**src/rtl/irq_vec_pkg.sv**
```systemverilog
package irq_vec_pkg;

    localparam int NUM_MASK = 15;
    localparam int NUM_EXT  = 5;
    localparam int NUM_INT  = 8;
    localparam int NUM_LVL  = NUM_MASK + 2;
    localparam int IDX_W    = $clog2(NUM_LVL);
    localparam int BIT_W    = $clog2(NUM_MASK);
    localparam int IDX_BRK  = NUM_MASK + 1;
    localparam int LVL_KEY  = 14;
    localparam int LVL_SH   = 15;
    localparam logic [15:0] VEC_TOP = 16'hFFFD;

    // level fed by each external edge pin
    function automatic int ext_level(int i);
        case (i)
            0:       return 1;
            1:       return 2;
            2:       return 9;
            3:       return 10;
            default: return 12;
        endcase
    endfunction

    // level fed by each internal event pulse
    function automatic int evt_level(int i);
        case (i)
            0:       return 3;
            1:       return 4;
            2:       return 5;
            3:       return 6;
            4:       return 7;
            5:       return 8;
            6:       return 11;
            default: return 13;
        endcase
    endfunction

endpackage

```
**src/rtl/irq_sync.sv**
```systemverilog
module irq_sync #(
    parameter int W = 1
) (
    input  logic         clk,
    input  logic         rst_n,
    input  logic [W-1:0] din,
    output logic [W-1:0] dout
);
    typedef struct packed {
        logic [W-1:0] s1;
        logic [W-1:0] s2;
    } sync_t;

    sync_t st_d, st_q;

    always_comb begin
        st_d    = st_q;
        st_d.s1 = din;
        st_d.s2 = st_q.s1;
    end

    always_ff @(posedge clk or negedge rst_n) begin
        if (!rst_n) st_q <= '0;
        else        st_q <= st_d;
    end

    assign dout = st_q.s2;
endmodule

```
**src/rtl/irq_rise_det.sv**
```systemverilog
module irq_rise_det #(
    parameter int W = 1
) (
    input  logic         clk,
    input  logic         rst_n,
    input  logic [W-1:0] lvl,
    output logic [W-1:0] pulse
);
    logic [W-1:0] prev_d, prev_q;

    always_comb begin
        prev_d = lvl;
    end

    // history starts active so a level already active at reset does not fire
    always_ff @(posedge clk or negedge rst_n) begin
        if (!rst_n) prev_q <= '1;
        else        prev_q <= prev_d;
    end

    assign pulse = lvl & ~prev_q;
endmodule

```
**src/rtl/irq_req_bank.sv**
```systemverilog
module irq_req_bank
    import irq_vec_pkg::*;
(
    input  logic                clk,
    input  logic                rst_n,
    input  logic [NUM_MASK-1:0] set_vec,
    input  logic [NUM_MASK-1:0] clr_vec,
    input  logic                wr_req,
    input  logic                wr_en,
    input  logic [NUM_MASK-1:0] wr_data,
    output logic [NUM_MASK-1:0] req_q,
    output logic [NUM_MASK-1:0] en_q
);
    typedef struct packed {
        logic [NUM_MASK-1:0] req;
        logic [NUM_MASK-1:0] en;
    } bank_t;

    bank_t st_d, st_q;

    always_comb begin
        logic [NUM_MASK-1:0] keep;
        st_d = st_q;
        keep = wr_req ? wr_data : '1;
        st_d.req = (st_q.req & ~clr_vec & keep) | set_vec;
        if (wr_en) st_d.en = wr_data;
    end

    always_ff @(posedge clk or negedge rst_n) begin
        if (!rst_n) st_q <= '0;
        else        st_q <= st_d;
    end

    assign req_q = st_q.req;
    assign en_q  = st_q.en;

    AST_NO_SW_SET: assert property (@(posedge clk) disable iff (!rst_n)
        1'b1 |=> ((req_q & ~$past(req_q) & ~$past(set_vec)) == '0));

    AST_EN_LOAD: assert property (@(posedge clk) disable iff (!rst_n)
        wr_en |=> (en_q == $past(wr_data)));
endmodule

```
**src/rtl/irq_arbiter.sv**
```systemverilog
module irq_arbiter
    import irq_vec_pkg::*;
(
    input  logic [NUM_MASK-1:0] req,
    input  logic [NUM_MASK-1:0] en,
    input  logic                i_flag,
    input  logic                rst_pend,
    input  logic                brk_pend,
    output logic                pend,
    output logic [IDX_W-1:0]    idx,
    output logic [15:0]         vec_hi,
    output logic [15:0]         vec_lo
);
    always_comb begin
        pend = 1'b0;
        idx  = '0;
        if (brk_pend) begin
            pend = 1'b1;
            idx  = IDX_W'(IDX_BRK);
        end
        for (int i = NUM_MASK - 1; i >= 0; i--) begin
            if (req[i] && en[i] && !i_flag) begin
                pend = 1'b1;
                idx  = IDX_W'(i + 1);
            end
        end
        if (rst_pend) begin
            pend = 1'b1;
            idx  = '0;
        end
    end

    always_comb begin
        vec_hi = VEC_TOP - 16'({idx, 1'b0});
        vec_lo = {vec_hi[15:1], 1'b0};
    end
endmodule

```
**src/rtl/irq_vec_ctrl.sv**
```systemverilog
module irq_vec_ctrl
    import irq_vec_pkg::*;
#(
    parameter int KEY_W = 8
) (
    input  logic                clk,
    input  logic                rst_n,
    input  logic                i_flag,
    input  logic                brk_req,
    input  logic [NUM_INT-1:0]  int_evt,
    input  logic [NUM_EXT-1:0]  pin_ext,
    input  logic [NUM_EXT-1:0]  edge_rise,
    input  logic [KEY_W-1:0]    key_in,
    input  logic                adt_pin,
    input  logic                ad_eoc,
    input  logic                lvl15_pin_sel,
    input  logic                wr_req,
    input  logic                wr_en,
    input  logic [NUM_MASK-1:0] wr_data,
    input  logic                ack,
    output logic                irq_pend,
    output logic [IDX_W-1:0]    src_idx,
    output logic [15:0]         vec_hi,
    output logic [15:0]         vec_lo,
    output logic                set_iflag
);
    localparam int SYNC_W = NUM_EXT + KEY_W + 1;
    localparam int DET_W  = NUM_EXT + 2;

    typedef struct packed {
        logic rst_pend;
        logic brk_pend;
    } top_t;

    top_t st_d, st_q;

    logic [SYNC_W-1:0]   pin_s;
    logic [DET_W-1:0]    det_lvl;
    logic [DET_W-1:0]    det_pulse;
    logic [NUM_MASK-1:0] set_vec;
    logic [NUM_MASK-1:0] clr_vec;
    logic [NUM_MASK-1:0] req_q;
    logic [NUM_MASK-1:0] en_q;
    logic                accept;
    logic                is_mask;
    logic [BIT_W-1:0]    mask_bit;

    irq_sync #(.W(SYNC_W)) u_sync (
        .clk   (clk),
        .rst_n (rst_n),
        .din   ({adt_pin, key_in, pin_ext}),
        .dout  (pin_s)
    );

    // polarity-adjusted levels; a select change flips them directly
    always_comb begin
        for (int i = 0; i < NUM_EXT; i++) begin
            det_lvl[i] = pin_s[i] ^ ~edge_rise[i];
        end
        det_lvl[NUM_EXT]     = ~&pin_s[NUM_EXT +: KEY_W];
        det_lvl[NUM_EXT + 1] = lvl15_pin_sel ? ~pin_s[SYNC_W-1] : ad_eoc;
    end

    irq_rise_det #(.W(DET_W)) u_rise (
        .clk   (clk),
        .rst_n (rst_n),
        .lvl   (det_lvl),
        .pulse (det_pulse)
    );

    always_comb begin
        set_vec = '0;
        for (int i = 0; i < NUM_EXT; i++) begin
            set_vec[ext_level(i) - 1] = set_vec[ext_level(i) - 1] | det_pulse[i];
        end
        for (int i = 0; i < NUM_INT; i++) begin
            set_vec[evt_level(i) - 1] = set_vec[evt_level(i) - 1] | int_evt[i];
        end
        set_vec[LVL_KEY - 1] = set_vec[LVL_KEY - 1] | det_pulse[NUM_EXT];
        set_vec[LVL_SH - 1]  = set_vec[LVL_SH - 1]  | det_pulse[NUM_EXT + 1];
    end

    assign accept   = ack && irq_pend;
    assign is_mask  = (src_idx != '0) && (src_idx != IDX_W'(IDX_BRK));
    assign mask_bit = BIT_W'(src_idx - IDX_W'(1));

    always_comb begin
        clr_vec = '0;
        if (accept && is_mask) clr_vec[mask_bit] = 1'b1;
    end

    irq_req_bank u_bank (
        .clk     (clk),
        .rst_n   (rst_n),
        .set_vec (set_vec),
        .clr_vec (clr_vec),
        .wr_req  (wr_req),
        .wr_en   (wr_en),
        .wr_data (wr_data),
        .req_q   (req_q),
        .en_q    (en_q)
    );

    always_comb begin
        st_d = st_q;
        if (accept && src_idx == '0) st_d.rst_pend = 1'b0;
        st_d.brk_pend = (st_q.brk_pend && !(accept && src_idx == IDX_W'(IDX_BRK)))
                        || brk_req;
    end

    always_ff @(posedge clk or negedge rst_n) begin
        if (!rst_n) st_q <= '{rst_pend: 1'b1, brk_pend: 1'b0};
        else        st_q <= st_d;
    end

    irq_arbiter u_arb (
        .req      (req_q),
        .en       (en_q),
        .i_flag   (i_flag),
        .rst_pend (st_q.rst_pend),
        .brk_pend (st_q.brk_pend),
        .pend     (irq_pend),
        .idx      (src_idx),
        .vec_hi   (vec_hi),
        .vec_lo   (vec_lo)
    );

    assign set_iflag = accept;

    AST_RESET_FIRST: assert property (@(posedge clk) disable iff (!rst_n)
        st_q.rst_pend |-> (irq_pend && src_idx == '0));

    AST_MASK_GATE: assert property (@(posedge clk) disable iff (!rst_n)
        (irq_pend && is_mask) |-> (!i_flag && req_q[mask_bit] && en_q[mask_bit]));

    AST_ACK_CLEARS: assert property (@(posedge clk) disable iff (!rst_n)
        (accept && is_mask && !set_vec[mask_bit]) |=> !req_q[$past(mask_bit)]);

    AST_BRK_NMI: assert property (@(posedge clk) disable iff (!rst_n)
        (st_q.brk_pend && !st_q.rst_pend && i_flag) |-> (irq_pend && src_idx == IDX_W'(IDX_BRK)));

    AST_VEC_PAIR: assert property (@(posedge clk) disable iff (!rst_n)
        irq_pend |-> (vec_hi == vec_lo + 16'd1));
endmodule

```
**config.mk**
```make
export PLATFORM = sky130hd
export DESIGN_NAME = irq_vec_ctrl
export DESIGN_NICKNAME = d
export VERILOG_FILES = /design/src/rtl/irq_vec_pkg.sv /design/src/rtl/irq_sync.sv /design/src/rtl/irq_rise_det.sv /design/src/rtl/irq_req_bank.sv /design/src/rtl/irq_arbiter.sv /design/src/rtl/irq_vec_ctrl.sv
export SDC_FILE = /design/constraint.sdc
export NUM_CORES = 1
export LEC_CHECK = 0
export BUFFER_PORTS_ARGS = -buffer_cell sky130_fd_sc_hd__buf_4
export CAP_MARGIN = 15
export CORE_UTILIZATION = 26
export CTS_CLUSTER_SIZE = 12
export DETAILED_ROUTE_END_ITERATION = 16
export PLACE_DENSITY = 0.43
export SYNTH_ARGS = -nofsm -noshare
export SYNTH_HDL_FRONTEND = slang
export SYNTH_SLANG_ARGS = --single-unit
```
**constraint.sdc**
```tcl
create_clock -name clk -period 4.5 [get_ports clk]
set_input_delay 0.675 -clock clk [delete_from_list [all_inputs] [get_ports clk]]
set_output_delay 0.675 -clock clk [all_outputs]
set_load 0.01 [all_outputs]
```
# Word level (Yosys, flattened, before mapping)
# Cells that the tools add are included.
# Widths: inputs -> output; s select.
[op_classes] n_reduce_logical=44 n_lt_le_gt_ge=2 n_mux=39 n_eq_ne=2 bitwise_logic=17 addsub=2
[op_table] op="$mux 5" n=17
[op_table] op="$logic_and 1x1->1" n=37
[op_table] op="$and 15x15->15" n=2
[op_table] op="$mux 15" n=2
[op_table] op="$mux 1" n=19
[op_table] op="$not 15->15" n=1
[op_table] op="$or 15x15->15" n=1
[op_table] op="$reduce_and 8->1" n=1
[op_table] op="$sub 3x7->8 const A" n=1
[op_table] op="$and 7x7->7" n=1
[op_table] op="$not 7->7" n=1
[op_table] op="$not 1->1" n=6
[op_table] op="$eq 5x5->1 const B" n=1
[op_table] op="$logic_not 5->1" n=1
[op_table] op="$lt 4x5->1 const B" n=1
[op_table] op="$ne 5x5->1 const B" n=1
[op_table] op="$reduce_bool 5->1" n=1
[op_table] op="$xor 1x1->1" n=5
[op_table] op="$demux 1 s4" n=1
[op_table] op="$ge 4x1->1 const B" n=1
[op_table] op="$sub 4x1->4 const B" n=1
[op_table] op="$logic_not 1->1" n=3
[op_table] op="$logic_or 1x1->1" n=1
[totals] wordCells=113 register_bits=67 in_bits=51 output_inout_bits=39

# Depth between registers and ports, before layout
[depth] word_depth=28 mapped_depth=13 ltp_nobuf=11

# Hierarchy
# From an unflattened synthesis, not the netlist that was laid out.
[hier_totals] cells_unflattened=256 hier_area_um2=3140.5
[by_module_without_submodules] mod="irq_req_bank" area_per_inst_um2=1281.2 instances=1 cells_per_inst=93 seq_area_each_um2=750.7
[by_module_without_submodules] mod="irq_sync" area_per_inst_um2=700.7 instances=1 cells_per_inst=28 seq_area_each_um2=700.7
[by_module_without_submodules] mod="irq_arbiter" area_per_inst_um2=601.8 instances=1 cells_per_inst=83 seq_area_each_um2=0.0
[by_module_without_submodules] mod="irq_rise_det" area_per_inst_um2=280.3 instances=1 cells_per_inst=14 seq_area_each_um2=183.9
[by_module_without_submodules] mod="irq_vec_ctrl" area_per_inst_um2=276.5 instances=1 cells_per_inst=38 seq_area_each_um2=51.3

# Worst setup path after synthesis
# Ideal clock, no wire load.
[synth_path] kind="input-to-reg" startpoint="input i_flag" endpoint="register u_bank.st_q, in the netlist u_bank.req_q[13]" required_time_ns=4.381 cell_stages=11 n_path_buf=2 arrival_time_ns=3.226 slack_ns=1.155 setup_ns=0.119 path_cell_list="buf_4 -> a21oi_1 -> nor3_1 -> a221oi_1 -> inv_1 -> ha_1 -> nor3b_2 -> and3b_1 -> buf_6 -> o2111ai_1 -> o21a_1"
[synth_lines] item="start: declaration" line_no="irq_vec_ctrl.sv:8" source="input logic i_flag,"
[synth_lines] item="end signal: assignment" line_no="irq_req_bank.sv:31" source="else st_q <= st_d;"
[synth_lines] item="end: declaration" line_no="irq_req_bank.sv:19" source="bank_t st_d, st_q;"

==> results.cfg <==
[floorplan]
initial_utilization_pct = 27.1
die_width_um = 112
coreArea_sq_um = 11600
io_pins = 90
rows = 39
die_h_um = 112
die_area_sq_um = 12500

[timing]
period_minus_slack_ns = 3.41
drv_slew = 0
worst_pin_slew_ns = 0.883
max_freq_mhz = 293
setup_violations = 0
clock_skew_ns = 0.00859
fin_setup_tns_ns = 0
layout_worst_path_cycle_share_pct = 75.8
slew_headroom_pct = 41.2
rsz0062_at_grt = no
hold_viol = 0

[synth]
synth_area_leaders = dfrtp_1, buf_4, dfstp_2
synth_top_cell_area_share_pct = 47.1
seq_area_frac_synth_pct = 53.8
synth-adder-area-share_pct = 2.39
yosys_warnings = 0
avgSynthCellArea_sq_um = 11.9
yosys.area.top_type = dfrtp_1
synthMuxAreaShare_pct = 6.07
yosysMostFrequentCell = dfrtp_1
synth_edf_count = 0
synthesis.instances = 264
async_reset_ff_share_pct = 100
netlist_top_cells_count = dfrtp_1, buf_4, mux2_2
ys_seq_elements = 67
synth-simple-area-share_pct = 10.9
synth_compound_area_share_pct = 14.6
synth_top_family_by_area = compound AO/OA/AOI/OAI gates
synthXorXnorAreaFrac_pct = 2.51
synth_area_sq_um = 3140
ys.flop_type = dfrtp_1
synth.distinct_cells = 49

[setup_path]
cp.arrival_ns = 3.58
cpPeakStageDelay_ns = 0.57
worst_setup_path_start_kind = flop
critPathMostFrequentCell = a22o_1
crit_buf_inv = 1
ff2ff_path_depth = 11
crit_chain = a22o_1 > a31oi_1 > a22o_1 > a41oi_1 > a21oi_1 > inv_1 > ha_1 > nor3b_2 > and3b_1 > and2_1 > a32oi_1
cpLargestDelayFamily = compound AO/OA/AOI/OAI gates
worstPathMaxFanout = 11
crit_path_top_delay_cell = and3b_1
cp.required_ns = 4.67
crit_type = flop to flop
crit_cells = 11
end_kind = flop

[cts]
cts.clk_slew.worst_paths_ns = 0.06
root_buffer = clkbuf_16
clk_path_buf_depth = 2
tritoncts = built
cts.repair.resized = 0
numCtsBuffers = 9
ctsHoldBuffers = 0
post_cts_buffers = 0
cts.sinks = 67
clock_latency_ns = 0.33
h-tree-depth = 3

[detailed_routing]
firstDrtPassIters = 10
ant_nets = 0
drc = 11
wirelength_mm = 7.60
wl_per_cell_um = 15.9
drt_iter0_drc = 131
via_count = 2164
vias_per_cell = 4.54

[cells_and_area]
finish.utilization_pct = 34.1
final_nets = 386
insertedDiodeCount = 0
instances_no_fill = 477
fill_cells = 1171
drive_gt1_share_pct = 34.7
syn_to_final_growth_pct = 25.7

[power]
swShare_pct = 32.3
pwr-share-seq_pct = 37.8
pwr-share-clk_pct = 36.1
leakage_uw = 0.00174
ir_drop_v = 0.000195
p_int_uw = 1260
finalPower_uw = 1860
combPwrFrac_pct = 26.1
p_sw_uw = 601
power_density_nw_per_um2 = 473

[grt]
grt_pass1_vias = 2218
track_usage_pct = 13.2
antenna_found_initial = 0
grt_pass1_wl_mm = 12.2
overflow = 0
grt_max_degree = 68

[flow_run]
drv_cap = 0

[placed_design]
dp_cells = 461
gp_congestion = 0.830
place_hpwl_mm = 5.53
io_buffers = 67

[min_path]
min_path_cells = 0
hold_path_class = flop to flop

[run_status]
status = complete, but fails checks
violations = DRC
-- cell type report --
| cell class | count | area (sq um) | area share [%] |
|---|---|---|---|
| timing repair buffer | 69 | 518 | 13.1 |
| tap | 143 | 179 | 4.54 |
| clock buffer | 9 | 225 | 5.72 |
| sequential | 67 | 1690 | 42.8 |
| inverter | 11 | 41.3 | 1.05 |
| multi-input combinational | 171 | 1230 | 31.2 |
| clock inverter | 7 | 62.6 | 1.59 |
-- metal layers --
metal  GRT usage, %  routed length, um  up-vias
met3           4.08                342        6
met4           3.78                100        0
li1               -                  -     1033
met2           20.5               3540       73
met5              0                  0        -
met1           17.5               3620     1052
-- sequential cells by signal, summed over array words and instances (netlist names) --
register       count
u_bank.en_q       15
u_bank.req_q      15
st_q               2
u_sync.dout       14
u_sync.st_d       14
u_rise.prev_q      7
-- per-stage QoR --
| step | hold WS (ns) | area (sq um) | setup WS (ns) |
|---|---|---|---|
| final | 0.346 | 3940 | 1.09 |
| after global routing | 0.353 | 3940 | 0.728 |
| after global placement | 0.332 | 3650 | 0.916 |
| after detailed placement | 0.335 | 3650 | 0.740 |
| after CTS | 0.349 | 3940 | 1.06 |
| after floorplan | 0.331 | 3210 | 1.16 |
-- path summary, 6_finish.rpt --
check	start	endpoint	slack, ns
max in group asynchronous	rst_n	u_sync.dout[13]	3.47
worst min-delay path	u_sync.st_d[3]	u_sync.dout[3]	0.35
worst max-delay path	u_bank.req_q[5]	u_bank.req_q[10]	1.09
min in group asynchronous	rst_n	u_sync.st_d[0]	0.46
worst min register to register	u_sync.st_d[3]	u_sync.dout[3]	0.35
worst max register to register	u_bank.req_q[5]	u_bank.req_q[10]	1.09
-- power by group through the flow --
stage | combinational [uW] | sequential, uW | clock [uW]
after floorplan | 329 | 700 | 0
after global placement | 489 | 714 | 0
after detailed placement | 492 | 714 | 0
after CTS | 494 | 703 | 692
after global routing | 539 | 709 | 720
final | 487 | 703 | 672
-- logic make-up (layout without fill, tap and decap cells) --
group           after synthesis  after routing
fa+ha+maj                     6              6
simple gates                 56             56
mux                          17             17
flops                        67             67
other cells                   2             22
xor+xnor                      9              9
buf+inv                      46             96
compound gates               61             61
-- cells in the final DEF, fill, tap and decap left out, types with 2 or more instances in the layout --
| cell | n |
|---|---|
| a21o_1 | 3 |
| a2bb2oi_1 | 5 |
| o21ai_0 | 14 |
| a32oi_1 | 6 |
| a41oi_1 | 3 |
| inv_1 | 11 |
| and2_1 | 4 |
| a31oi_1 | 3 |
| ha_1 | 6 |
| nor3_1 | 2 |
| dfrtp_1 | 59 |
| nand2b_1 | 8 |
| xnor2_1 | 7 |
| nand2_1 | 11 |
| nor2_1 | 11 |
| clkbuf_16 | 9 |
| clkinv_4 | 4 |
| nor2b_1 | 2 |
| conb_1 | 22 |
| nand4_1 | 7 |
| xor2_1 | 2 |
| a22oi_2 | 2 |
| a32o_1 | 2 |
| a22oi_1 | 2 |
| mux2_2 | 16 |
| a22o_1 | 4 |
| a21oi_1 | 9 |
| buf_4 | 69 |
| dfstp_2 | 8 |
Power figures use the tool's default switching activity.
